### src/rtl/ovx_pkg.sv
// Shared types for the overflow exception controller.
// Assumes: one valid bit per inter-stage latch; no other per-latch state is kept here.
package ovx_pkg;

    // valid bits of the four pipeline latches, youngest first
    typedef struct packed {
        logic ifid;
        logic idex;
        logic exmem;
        logic memwb;
    } stage_vld_t;

    // selector for the source of the register-file write port
    typedef enum logic [1:0] {
        WSRC_NONE = 2'd0,
        WSRC_WB   = 2'd1,
        WSRC_RESV = 2'd2
    } wsrc_t;

endpackage

### src/rtl/ovx_ovf_detect.sv
// Unsigned add overflow detector for the execute stage.
// Flags a carry out of the top bit, qualified by a live add in execute.
// Assumes: operands are the raw ALU inputs; non-add instructions never flag.
module ovx_ovf_detect #(
    parameter int DW = 16
) (
    input  logic          ex_live,
    input  logic          is_add,
    input  logic [DW-1:0] opa,
    input  logic [DW-1:0] opb,
    output logic          ovf
);
    localparam int SW = DW + 1;

    logic [SW-1:0] wide_sum;

    // widened sum; its top bit is the carry out
    always_comb begin
        wide_sum = {1'b0, opa} + {1'b0, opb};
        ovf      = ex_live & is_add & wide_sum[SW-1];
    end
endmodule

### src/rtl/ovx_valid_pipe.sv
// Valid-bit shadow of the four pipeline latches.
// On flush the decode, execute and memory latches become bubbles; write-back still drains.
// Assumes: the pipeline never stalls; every latch advances every cycle.
module ovx_valid_pipe
    import ovx_pkg::*;
(
    input  logic       clk,
    input  logic       rst_n,
    input  logic       fetch_valid,
    input  logic       flush,
    output stage_vld_t vld
);
    // advance the valid bits, inserting bubbles on flush
    always_ff @(posedge clk) begin
        if (!rst_n) begin
            vld <= '0;
        end else begin
            vld.ifid  <= fetch_valid & ~flush;
            vld.idex  <= vld.ifid    & ~flush;
            vld.exmem <= vld.idex    & ~flush;
            vld.memwb <= vld.exmem;
        end
    end
endmodule

### src/rtl/ovx_epc_regs.sv
// Fault and resume address registers, plus the pending write of the reserved register.
// Assumes: no second trap arrives while handling (a new trap simply overwrites the record).
module ovx_epc_regs #(
    parameter int AW = 16
) (
    input  logic          clk,
    input  logic          rst_n,
    input  logic          trap,
    input  logic [AW-1:0] ex_pc,
    input  logic          wb_busy,
    output logic [AW-1:0] epc,
    output logic [AW-1:0] epc_ret,
    output logic          resv_pend
);
    localparam logic [AW-1:0] ONE = AW'(1);

    // capture the faulting and resume addresses on a trap
    always_ff @(posedge clk) begin
        if (!rst_n) begin
            epc     <= '0;
            epc_ret <= '0;
        end else if (trap) begin
            epc     <= ex_pc;
            epc_ret <= ex_pc + ONE;
        end
    end

    // queue one reserved-register write; retire it once the port is free
    always_ff @(posedge clk) begin
        if (!rst_n) begin
            resv_pend <= 1'b0;
        end else if (trap) begin
            resv_pend <= 1'b1;
        end else if (resv_pend && !wb_busy) begin
            resv_pend <= 1'b0;
        end
    end
endmodule

### src/rtl/ovx_ctrl.sv
// Top of the arithmetic-overflow exception controller.
// Detects overflow in execute, flushes the younger latches, drains the older one,
// records fault/resume addresses, redirects fetch, and writes the fault address to
// the reserved register through the shared register-file write port.
// Assumes: the PC register and register file are external; write-back has port priority.
module ovx_ctrl
    import ovx_pkg::*;
#(
    parameter int              DW           = 16,
    parameter int              AW           = 16,
    parameter int              RA           = 4,
    parameter int              RESV_REG     = 15,
    parameter logic [AW-1:0]   HANDLER_ADDR = 16'h0040
) (
    input  logic          clk,
    input  logic          rst_n,
    input  logic          fetch_valid,
    input  logic          ex_is_add,
    input  logic [DW-1:0] ex_opa,
    input  logic [DW-1:0] ex_opb,
    input  logic [AW-1:0] ex_pc,
    input  logic          wb_we,
    input  logic [RA-1:0] wb_rd,
    input  logic [DW-1:0] wb_data,
    input  logic          jr_ret,
    output logic          trap,
    output logic          ifid_vld,
    output logic          idex_vld,
    output logic          exmem_vld,
    output logic          memwb_vld,
    output logic          pc_load,
    output logic [AW-1:0] pc_target,
    output logic [AW-1:0] epc,
    output logic [AW-1:0] epc_ret,
    output logic          rf_we,
    output logic [RA-1:0] rf_waddr,
    output logic [DW-1:0] rf_wdata
);
    localparam logic [RA-1:0] RESV_ADDR = RA'(RESV_REG);

    stage_vld_t vld;
    logic       ovf;
    logic       wb_busy;
    logic       resv_pend;
    wsrc_t      wsrc;

    ovx_ovf_detect #(.DW(DW)) u_det (
        .ex_live (vld.idex),
        .is_add  (ex_is_add),
        .opa     (ex_opa),
        .opb     (ex_opb),
        .ovf     (ovf)
    );

    ovx_valid_pipe u_vld (
        .clk         (clk),
        .rst_n       (rst_n),
        .fetch_valid (fetch_valid),
        .flush       (ovf),
        .vld         (vld)
    );

    ovx_epc_regs #(.AW(AW)) u_epc (
        .clk       (clk),
        .rst_n     (rst_n),
        .trap      (ovf),
        .ex_pc     (ex_pc),
        .wb_busy   (wb_busy),
        .epc       (epc),
        .epc_ret   (epc_ret),
        .resv_pend (resv_pend)
    );

    // expose the latch valid bits
    always_comb begin
        trap      = ovf;
        ifid_vld  = vld.ifid;
        idex_vld  = vld.idex;
        exmem_vld = vld.exmem;
        memwb_vld = vld.memwb;
    end

    // fetch redirect: trap to handler first, else return from decode
    always_comb begin
        pc_load   = 1'b0;
        pc_target = epc_ret;
        if (ovf) begin
            pc_load   = 1'b1;
            pc_target = HANDLER_ADDR;
        end else if (jr_ret && vld.ifid) begin
            pc_load   = 1'b1;
        end
    end

    // arbitrate the register-file write port
    always_comb begin
        wb_busy = vld.memwb & wb_we;
        if (wb_busy)        wsrc = WSRC_WB;
        else if (resv_pend) wsrc = WSRC_RESV;
        else                wsrc = WSRC_NONE;
    end

    // drive the register-file write port from the selected source
    always_comb begin
        unique case (wsrc)
            WSRC_WB: begin
                rf_we    = 1'b1;
                rf_waddr = wb_rd;
                rf_wdata = wb_data;
            end
            WSRC_RESV: begin
                rf_we    = 1'b1;
                rf_waddr = RESV_ADDR;
                rf_wdata = DW'(epc);
            end
            default: begin
                rf_we    = 1'b0;
                rf_waddr = '0;
                rf_wdata = '0;
            end
        endcase
    end
endmodule

### config.mk
export PLATFORM = sky130hd
export DESIGN_NAME = ovx_ctrl
export DESIGN_NICKNAME = d
export VERILOG_FILES = /design/src/rtl/ovx_pkg.sv /design/src/rtl/ovx_ovf_detect.sv /design/src/rtl/ovx_valid_pipe.sv /design/src/rtl/ovx_epc_regs.sv /design/src/rtl/ovx_ctrl.sv
export SDC_FILE = /design/constraint.sdc
export NUM_CORES = 1
export LEC_CHECK = 0
export BUFFER_PORTS_ARGS = -buffer_cell sky130_fd_sc_hd__buf_4
export CAP_MARGIN = 10
export CORE_ASPECT_RATIO = 1.4
export CORE_MARGIN = 4
export CORE_UTILIZATION = 39
export DETAILED_ROUTE_END_ITERATION = 10
export PLACE_DENSITY = 0.85
export RECOVER_POWER = 25
export SLEW_MARGIN = 20
export SYNTH_ARGS = -nofsm -noshare
export SYNTH_HDL_FRONTEND = slang
export SYNTH_SLANG_ARGS = --single-unit
### constraint.sdc
create_clock -name clk -period 1.89 [get_ports clk]
set_clock_uncertainty 0.2 [all_clocks]
set_input_delay 0 -clock clk [delete_from_list [all_inputs] [get_ports clk]]
set_output_delay 0 -clock clk [all_outputs]
set_load 0.05 [all_outputs]
# Word level (Yosys, flattened, before mapping)
# Cells that the tools add are included.
[word_totals] reg_bits=37 input_bits=74 output_inout_bits=75 word_cells=33
[op_classes] n_addsub=2 eq_ne=2 n_mux=10 n_bitwise=7 n_reduce_logical=5
[op_table] cell="$pmux W16 S2" count=1
[op_table] cell="$add A16 B16 Y17" count=1
[op_table] cell="$add A16 B1 Y16 const B" count=1
[op_table] cell="$mux W16" count=1
[op_table] cell="$pmux W4 S2" count=1
[op_table] cell="$and A1 B1 Y1" count=6
[op_table] cell="$mux W1" count=5
[op_table] cell="$mux W2" count=2
[op_table] cell="$eq A2 B1 Y1 const B" count=1
[op_table] cell="$eq A2 B2 Y1 const B" count=1
[op_table] cell="$logic_and A1 B1 Y1" count=2
[op_table] cell="$reduce_bool A2 Y1" count=1
[op_table] cell="$reduce_or A2 Y1" count=1
[op_table] cell="$logic_not A1 Y1" count=1
[op_table] cell="$not A1 Y1" count=1

# Depth between registers and ports, before layout
# Gate-level depths: netlist of the first run.
[depth] word_depth=5 mapped_depth=9

# Cells and area by module
# From an unflattened synthesis of the first run, not the netlist that was laid out.
[unflattened] hier_cells=281 hier_area_um2=2372.3
[by_module_without_submodules] mod="ovx_epc_regs" instances=1 cells_each=151 area_per_inst_um2=1477.7 seq_area_each_um2=660.6
[by_module_without_submodules] mod="ovx_ctrl" instances=1 cells_each=81 area_per_inst_um2=451.7 seq_area_each_um2=0.0
[by_module_without_submodules] mod="ovx_ovf_detect" instances=1 cells_each=41 area_per_inst_um2=330.3 seq_area_each_um2=0.0
[by_module_without_submodules] mod="ovx_valid_pipe" instances=1 cells_each=8 area_per_inst_um2=112.6 seq_area_each_um2=80.1

# Worst setup path after synthesis of the first run
# No wires, ideal clock.
[synth_timing] path_kind="flip-flop to output port" startpoint="reg, netlist name u_vld.vld[0]" endpoint="out rf_wdata[11]" t_arrival_ps=2206 t_required_ps=1690 setup_slack_ps=-516 path_stages_with_launch=5 n_path_buf=2 cell_sequence="dfxtp_1 -> and2_1 -> clkbuf_1 -> clkbuf_1 -> o21ai_0"
[synth_between] elab_chain_len=4 word_cells_on_any_way=5 cone_classes="2 x eq/ne; 2 x mux; 1 x bitwise"
[synth_rtl] item="$and A1 B1 Y1 *" line="ovx_ctrl.sv:97" text="wb_busy = vld.memwb & wb_we;"
[synth_rtl] item="$mux W2 *" line="ovx_ctrl.sv:98" text="if (wb_busy) wsrc = WSRC_WB;"
[synth_rtl] item="$eq A2 B2 Y1 / $eq A2 B1 Y1 (equally long branches)" line="ovx_ctrl.sv:105" text="unique case (wsrc)"
[synth_rtl] item="$pmux W16 S2 *" line="ovx_ctrl.sv:105"
[synth_rtl] item="end, declared" line="ovx_ctrl.sv:37" text="output logic [DW-1:0] rf_wdata"
# Every way passes the cells marked *; elsewhere a longest branch is shown, timed or not.

# Final worst setup path of the first run
[layout_timing] startpoint="in ex_opa[1]" endpoint="out pc_target[11]"
[layout_between] elab_chain_len=3
[layout_rtl] item="start, declared" line="ovx_ctrl.sv:19" text="input logic [DW-1:0] ex_opa,"
[layout_rtl] item="$add A16 B16 Y17" line="ovx_ovf_detect.sv:19" text="wide_sum = {1'b0, opa} + {1'b0, opb};"
[layout_rtl] item="$and A1 B1 Y1" line="ovx_ovf_detect.sv:20" text="ovf = ex_live & is_add & wide_sum[SW-1];"
[layout_rtl] item="$mux W16" line="ovx_ctrl.sv:87" text="if (ovf) begin"
[layout_rtl] item="end, declared" line="ovx_ctrl.sv:32" text="output logic [AW-1:0] pc_target,"
# No other way between the ends.

==> results, run 1 <==
- The most used flip-flop cell after synthesis is sky130_fd_sc_hd__dfxtp_1.
- The latest clock arrival within the worst-skew pair is roughly 0.3 ns.
- During synthesis, Yosys emitted a total of 0 warnings.
- The initial standard-cell utilization of the core is 0.4051.
- The final net count is 578.
- After synthesis the netlist holds a flip-flop and latch count of 37.
- The post-placement setup slack is -0.2278 ns.
- From bottom edge to top edge, the die measures about 100 um.
- After detailed routing, the number of vias per cell comes to 5.748.
- The average routed wire per standard cell is ~22 um.
- The number of antenna violations at the first check in global routing is 0.
- Setup slack on the critical path of the routed design comes to -0.3110 ns.
- The run finished, with violations left.
- The final non-filler cell area is approximately 4400 um^2.
- The detail route stage leaves a number of antenna-violating nets equal to 0.
- The setup TNS is -8.226 ns.
- In this run the worst path has a maximum fanout of 8.
- The sum of routed wire length over all layers is 12070 um.
- The share of the Yosys chip area taken by registers is 0.3075.
- CTS built an H-tree with a depth of 2.
- The detailed placement HPWL is ~6300 um.
- The post-synthesis area per instance is 7.671 um^2.
- The minimum clock period is 2.201 ns.
- The first-pass GRT wire length is 15550 um.
- Measured against its own limit, the worst slew margin works out to 0.5659.
- For the worst setup path, the data required time is 1.69 ns.
- At the worst endpoint, the arrival time is 2.00 ns.
- After detailed routing, the number of remaining DRC violations is 0.
- The placement row count is 33.
- Setup violations remaining at the end of the flow were counted as 53.
- Max-cap violations in this run came to 0.
- The highest clock rate is 0.4543 GHz.
- The highest ir drop seen on vdd is 0.0004315 V.
- The number of nets handed over by synthesis was between 400 and 500.
- The repair_antennas step left the layout with diodes totalling 0.
- The element type at the critical path end is a primary output.
- In this run the static leakage power is 0.002011 uW.
- The number of placed I/O pins is 149.
- The final-report max-slew violation count is 0.
- Setup repair after global routing could not meet its margin everywhere.
- The die is 74.42 um wide.
- The initial detailed-routing violation count is approximately 240.
- The tree built by TritonCTS fans out to 37 sinks.
- The fraction of registers with async set or reset after synthesis is 0.
- The first detailed-routing pass ran for 5 iterations.
- In the final layout, the share of cells above drive strength 1 is 0.4315.
- After clock tree synthesis, the clock-pin slew on the worst setup and hold paths is approximately 0.080 ns.
- The category of the most critical setup path is input port to primary output.
- Hold is met by 0.006012 ns.
- The storage element area is 742.0 um^2.
- Once placement finished, the instance area stood at about 3700 um^2.
- The final clock period utilization by the worst path is 1.165.
- In the final layout, the multi-input gates occupy 1842 um^2.
- The largest net degree at the start of global routing is 68.
- The area of the mapped netlist is 2409 um^2.
- The area of the placeable core is 5946 um^2.
- The detailed router placed 3213 vias in this run.
- Clock tree synthesis inserted a total of 5 buffers.
- The congestion estimate from routability-driven global placement came to 0.8025.
- Across every metal layer, demand over resource in global routing totals 0.2721.
- The category of the worst setup path launch point is an input port.
- The power density over the cells is 491.3 nW/um^2.
- The checks that failed: setup timing.
- The final hold violation count is 0.
- The die covers approximately 7500 um^2.
- The root buffer cell is sky130_fd_sc_hd__clkbuf_8.
- The design draws 2159 uW.
- The filler cells instantiated in the layout total 387.
- Yosys mapped a number of flops with a built-in enable equal to 0.
- The transition time of the tightest slew-check pin is 0.6512 ns.
- In the synthesized netlist, the number of instances is 314.
- The CTS tree is built.
- The remaining global-route overflow is 0.
- Port buffering added 148 buffers.
- The via count of the first global-routing pass is 3181.
- From synthesis to final layout, the design area changed by 82.44%.
- After synthesis, the netlist uses 34 different library cells.
- The clock passes through at most 2 buffers.
- The path class of the tightest hold or removal check is input port to flip-flop.
==> cell usage after synthesis (6+ instances only) <==
| master | n | area (um^2) |
|---|---|---|
| sky130_fd_sc_hd__nand3_1 | 6 | 30.03 |
| sky130_fd_sc_hd__mux2i_1 | 31 | 310.3 |
| sky130_fd_sc_hd__xnor2_1 | 8 | 70.07 |
| sky130_fd_sc_hd__a21oi_1 | 6 | 30.03 |
| sky130_fd_sc_hd__ha_1 | 16 | 200.2 |
| sky130_fd_sc_hd__clkbuf_1 | 13 | 48.80 |
| sky130_fd_sc_hd__and2_1 | 18 | 112.6 |
| sky130_fd_sc_hd__nand4_1 | 9 | 56.30 |
| sky130_fd_sc_hd__dfxtp_1 | 37 | 740.7 |
| sky130_fd_sc_hd__o21ai_0 | 19 | 95.09 |
| sky130_fd_sc_hd__nand2_1 | 105 | 394.1 |
==> sequential cells by signal, summed over array words and instances, names as in the netlist <==
| signal | flops |
|---|---|
| u_epc.epc | 16 |
| u_epc.epc_ret | 16 |
| u_epc.resv_pend | 1 |
| u_vld.vld | 4 |
==> worst paths after layout <==
| path | start | endpoint | slack, ns | depth (start not counted) |
|---|---|---|---|---|
| max | ex_opa[1] | pc_target[11] | -0.31 | 9 |
| min | wb_we | u_epc.resv_pend | 0.006 | 4 |
| max reg2reg | u_vld.vld[2] | u_epc.epc_ret[6] | 0.19 | 6 |
| min reg2reg | u_epc.resv_pend | u_epc.resv_pend | 0.26 | 2 |
==> cells by family after synthesis <==
group / Yosys count / share of synthesized area
flip-flops: 37 / 0.3075
multiplexers: 31 / 0.1288
AND/OR/NAND/NOR: 156 / 0.2945
buffers and inverters: 24 / 0.04831
XOR/XNOR: 13 / 0.04727
adder cells (fa/ha/maj): 16 / 0.08312
AO/OA/AOI/OAI: 37 / 0.09039
==> cells in the final DEF, fill, tap and decap left out, types with 2 or more instances in the layout <==
cell type                       Yosys  layout
sky130_fd_sc_hd__buf_4              1     118
sky130_fd_sc_hd__nand2_1          105     102
sky130_fd_sc_hd__dfxtp_1           37      36
sky130_fd_sc_hd__mux2i_1           31      30
sky130_fd_sc_hd__buf_8              0      21
sky130_fd_sc_hd__clkbuf_1          13      21
sky130_fd_sc_hd__dlygate4sd3_1      0      18
sky130_fd_sc_hd__o21ai_2            0      16
sky130_fd_sc_hd__and2_4             0      15
sky130_fd_sc_hd__ha_4               0      11
sky130_fd_sc_hd__nand4_1            9       9
sky130_fd_sc_hd__xnor2_1            8       8
sky130_fd_sc_hd__nand3_1            6       6
sky130_fd_sc_hd__clkbuf_8           0       6
sky130_fd_sc_hd__and4_1             5       5
sky130_fd_sc_hd__xor2_1             5       5
sky130_fd_sc_hd__ha_1              16       5
sky130_fd_sc_hd__buf_6              2       5
sky130_fd_sc_hd__a21oi_1            6       4
sky130_fd_sc_hd__a21o_1             5       4
sky130_fd_sc_hd__inv_1              4       4
sky130_fd_sc_hd__buf_12             0       3
sky130_fd_sc_hd__a21oi_2            0       2
sky130_fd_sc_hd__o21ai_0           19       2
sky130_fd_sc_hd__nand2_4            0       2
sky130_fd_sc_hd__and2_1            18       2
sky130_fd_sc_hd__nor3_1             3       2
sky130_fd_sc_hd__nor2_1             2       2
sky130_fd_sc_hd__a211oi_1           2       2
sky130_fd_sc_hd__and3_1             2       2
sky130_fd_sc_hd__nand2b_1           2       2
sky130_fd_sc_hd__nor4_1             2       2
==> per-stage QoR <==
step	util	instances
floorplan	-	314
global placement	0.6254	524
detailed placement	0.6254	524
CTS	0.7489	560
global route	0.7391	559
finish	0.7391	559
==> power by group <==
group	switching, uW	internal [uW]
sequential	11.4	792
combinational	322	283
clock	321	429
==> final cells by class <==
class / instances / area share
clock buffer: 6 / 0.01879
multi-input combinational: 253 / 0.4191
inverter: 5 / 0.005980
timing repair buffer: 186 / 0.3588
tap: 70 / 0.01993
sequential: 37 / 0.1688
clock inverter: 2 / 0.008542
==> routing by layer <==
| metal | track usage | wire (um) | up-vias |
|---|---|---|---|
| met4 | 0.1603 | 787 | 0 |
| met1 | 0.2792 | 4027 | 1459 |
| met5 | 0 | 0 | - |
| met3 | 0.06088 | 1117 | 81 |
| met2 | 0.4875 | 6137 | 259 |
| li1 | - | - | 1414 |
==> critical path: stages <==
cell and delay, ns:
sky130_fd_sc_hd__buf_4 0.12, sky130_fd_sc_hd__ha_1 0.33, sky130_fd_sc_hd__a311oi_2 0.37, sky130_fd_sc_hd__o21bai_1 0.16
sky130_fd_sc_hd__a31oi_2 0.34, sky130_fd_sc_hd__a21o_4 0.23, sky130_fd_sc_hd__buf_12 0.15, sky130_fd_sc_hd__and2_4 0.16
sky130_fd_sc_hd__buf_8 0.14
==> repair_timing <==
action	in CTS	in global routing
hold buffers	18	0
hold endpoints to repair	33	0
resized for setup	73	15
buffers inserted	8	2
gates cloned	2	0
pin swaps	13	9
endpoints found under the setup margin	18	53
(Power assumes the default switching activity.)
==> run 2, diff against run 1 <==
Settings changed: TNS_END_PERCENT set to 50.
==> run 2 against run 1 <==
The flow still finishes with violations (setup timing); power down 8.1%; die area unchanged; combinational power increased by 3%; register-to-register slack better by 0.08 ns; critical endpoint is now pc_target[14]; largest cell class unchanged; largest power group unchanged.
==> results, run 2 (synthesis results as in run 1) <==
- Of the total power, the share spent switching nets is 0.3253.
- The setup slack of the most critical reg-to-reg path is 0.27 ns.
- Across every metal layer, demand over resource in global routing totals 0.2871.
- The checks that failed: setup timing.
- For this design, the sink count on the clock tree is 37.
- The critical path in this run is classified as input port to primary output.
- For the worst setup path, the data arrival time is 1.93 ns.
- The worst register-to-register path ends at u_epc.epc[7].
- In the routed design, unresolved DRC markers number 0.
- In the layout the commonest cells are 112 x sky130_fd_sc_hd__buf_4, 102 x sky130_fd_sc_hd__nand2_1, 36 x sky130_fd_sc_hd__dfxtp_1, 30 x sky130_fd_sc_hd__mux2i_1, 22 x sky130_fd_sc_hd__clkbuf_1.
- The via count of the first global-routing pass is approximately 3200.
- Clock-pin slew was measured on the worst setup and hold paths at 0.07 ns.
- The remaining global-route overflow is 0.
- The number of cells on the worst reg-to-reg path is 5.
- Wires add up to 12190 um.
- The routed via count divided by cell count is 5.840.
- The largest net degree at the start of global routing is approximately 70.
- The worst hold path passes through 4 cells.
- The routed metal-1 wirelength is 3765 um.
- The CTS tree is built.
- The worst hold-check slack is around 0.038 ns.
- The flow ran to the end, but the final reports show violations.
- The finished cells cover between 4000 and 5000 um^2.
- The number of placed I/O pins is 149.
- The placement row count is 33.
- For hold timing, the worst endpoint is u_epc.resv_pend.
- The most numerous cell type found on the critical path is sky130_fd_sc_hd__buf_8.
- The met2 wire length is 6323 um.
- The fraction of power consumed by sequential logic is 0.405.
- Counting the buffers created by CTS gives 5.
- VDD sags by at most approximately 0.00037 V.
- The floorplan step set the die width to 74.42 um.
- Summed over all nets, wire length on met3 after detailed routing comes to approximately 1100 um.
- The root buffer cell is sky130_fd_sc_hd__clkbuf_8.
- STA puts the critical path data required time at 1.69 ns.
- The largest registers in the layout are u_epc.epc (16), u_epc.epc_ret (16), u_vld.vld (4).
- The launch point of the worst reg-to-reg path is u_vld.vld[2].
- The power density over the cells is between 400 and 500 nW/um^2.
- The final critical-path setup slack is -0.2362 ns.
- After routing, the total negative slack on setup checks comes to -4.603 ns.
- The combinational group share of total power is 0.313.
- The count of endpoints failing setup in the final report is 32.
- The start point of the worst hold path is wb_we.
- The via count is 3241.
- The minimum clock period is 2.126 ns.
- The number of antenna-violating nets in the routed design is 0.
- The initial standard-cell utilization of the core is 0.4051.
- The number of antenna violations at the first check in global routing came to 0.
- The placed instances occupy a cell area of approximately 3700 um^2.
- The library cell used most frequently in the layout, excluding fill and tap cells, is sky130_fd_sc_hd__buf_4.
- The fraction of layout instances using a drive strength above 1 is 0.4351.
- Leaving out filler cells and counting taps, the final layout contains around 560.
- The core region is 5946 um^2.
- The share of total power dissipated in the clock network is 0.282.
- Headroom to the max-slew limit came out at 0.5663.
- The slowest stage of the critical path is the sky130_fd_sc_hd__a222oi_1 cell.
- For this run, the post-layout net count is 574.
- The category of the worst setup path launch point is an input port.
- The critical path's top delay family is compound AO/OA/AOI/OAI gates.
- The initial detailed-routing violation count is about 270.
- The largest stage delay on the critical path is 0.51 ns.
- The cell count after placement is 519.
- The final-report max-slew violation count is 0.
- After detailed routing, no signal wire sits above met4.
- The path type of the worst min-delay path is input port to flip-flop.
- In the final routed layout, each cell accounts on average for around 22 um.
- The final hold violation count is 0.
- Traced cell by cell, the critical path runs through buf_6 > ha_4 > a21oi_4 > o21ai_2 > a222oi_1 > a21o_2 > buf_8 > and2_4 > buf_8.
- The floorplan step defined a die boundary enclosing between 7000 and 8000 um^2.
- Of all nets on the critical path, the largest fanout is 8.
- The routability-driven placement congestion ratio is about 0.85.
- After legalization and detailed placement, the total HPWL measured between 6000 and 7000 um.
- The internal power summed over all cells is 1339 uW.
- The analysis attributes to net switching a power of approximately 650 uW.
- In the finished design, the share of the clock period the worst path needs comes to 1.125.
- The synthesis-to-finish area growth is 79.74%.
- The latest clock arrival within the worst-skew pair is 0.29 ns.
- The worst setup path is captured at a primary output.
- The first TritonRoute pass finished after 5 iterations.
- Setup repair after global routing could not meet its margin everywhere.
- The critical path buffer and inverter count is 3.
- The reported leakage power is 0.001975 uW.
- The transition time of the tightest slew-check pin is roughly 0.65 ns.
- The number of inserted diodes is 0.
- The tool flagged a number of max-cap violations equal to 0.
- The first global-routing pass estimated about 16000 um of wire.
- Derived from the worst setup path, the maximum achievable clock frequency is ~0.47 GHz.
- After layout, the design draws a total of approximately 2000 uW.
- The clock passes through at most 2 buffers.
- The H-tree was split into 2 levels.
- The die extent in y is 101.0 um.
- The count of buffers added on input and output ports is 148.
run 2: cell types whose count changed in the layout (fill, tap and decap cells not counted), moves of 2 or more:
cell	change
sky130_fd_sc_hd__a21oi_4	+2
sky130_fd_sc_hd__buf_12	-2
sky130_fd_sc_hd__buf_4	-6
sky130_fd_sc_hd__buf_6	+8
sky130_fd_sc_hd__buf_8	-4
sky130_fd_sc_hd__clkinv_2	+2
sky130_fd_sc_hd__nand2_2	+2
sky130_fd_sc_hd__nand2_4	-2
sky130_fd_sc_hd__nor4_1	-2
sky130_fd_sc_hd__nor4_2	+2
sky130_fd_sc_hd__o21ai_2	+2
run 2: worst max-delay path by stage:
stage                           from                to  slack (ns)  cells past startpoint
after floorplan            ex_opa[7]      pc_target[0]       -0.05                      8
after global placement     ex_opa[7]     u_epc.epc[11]       -0.17                      9
final                     ex_opb[11]     pc_target[14]       -0.24                      9
after CTS                  ex_opa[7]      pc_target[5]       -0.02                     10
after detailed placement   ex_opa[7]  u_epc.epc_ret[1]       -0.26                      9
after global routing       ex_opa[4]     pc_target[12]       -0.23                      9
run 2: metrics by stage:
| step | setup WS (ns) | util |
|---|---|---|
| 3_3_place_gp | -0.1726 | 0.6187 |
| 2_1_floorplan | -0.04546 | - |
| 3_5_place_dp | -0.2568 | 0.6187 |
| 5_1_grt | -0.2312 | 0.7281 |
| 4_1_cts | -0.02055 | 0.7309 |
| 6_report | -0.2362 | 0.7281 |
run 2: power groups by stage:
stage / clock, uW / sequential [uW] / combinational (uW)
2_1_floorplan: 0 / 861 / 181
3_3_place_gp: 0 / 820 / 424
3_5_place_dp: 0 / 820 / 436
4_1_cts: 540 / 802 / 532
5_1_grt: 592 / 805 / 642
6_report: 560 / 804 / 621
run 2: layer usage:
metal | vias up | track usage
li1 | 1405 | -
met1 | 1477 | 0.3011
met2 | 272 | 0.5186
met3 | 87 | 0.05289
met4 | 0 | 0.1616
met5 | - | 0
run 2: what timing repair did:
action / 4_1_cts / 5_1_grt
pin swaps: 10 / 13
hold buffers: 18 / 0
endpoints found under the hold margin: 33 / 0
endpoints found under the setup margin: 18 / 53
gates resized for setup: 69 / 28
gates cloned: 1 / 1
setup buffers: 10 / 1
run 2: final cells by class:
type	count	area (um^2)
Multi-Input combinational cell	253	1869
Tap cell	70	87.58
Fill cell	371	1617
Timing Repair Buffer	182	1521
Sequential cell	37	742.0
Clock inverter	2	10.01
Inverter	5	26.28
Clock buffer	6	72.57
run 2: worst register-to-register path, stage by stage, from the launching register on:
cell                      delay (ns)
sky130_fd_sc_hd__dfxtp_1        0.37
sky130_fd_sc_hd__nand2_1        0.11
sky130_fd_sc_hd__a21o_2         0.28
sky130_fd_sc_hd__buf_8          0.17
sky130_fd_sc_hd__inv_8          0.15
sky130_fd_sc_hd__mux2i_1        0.25
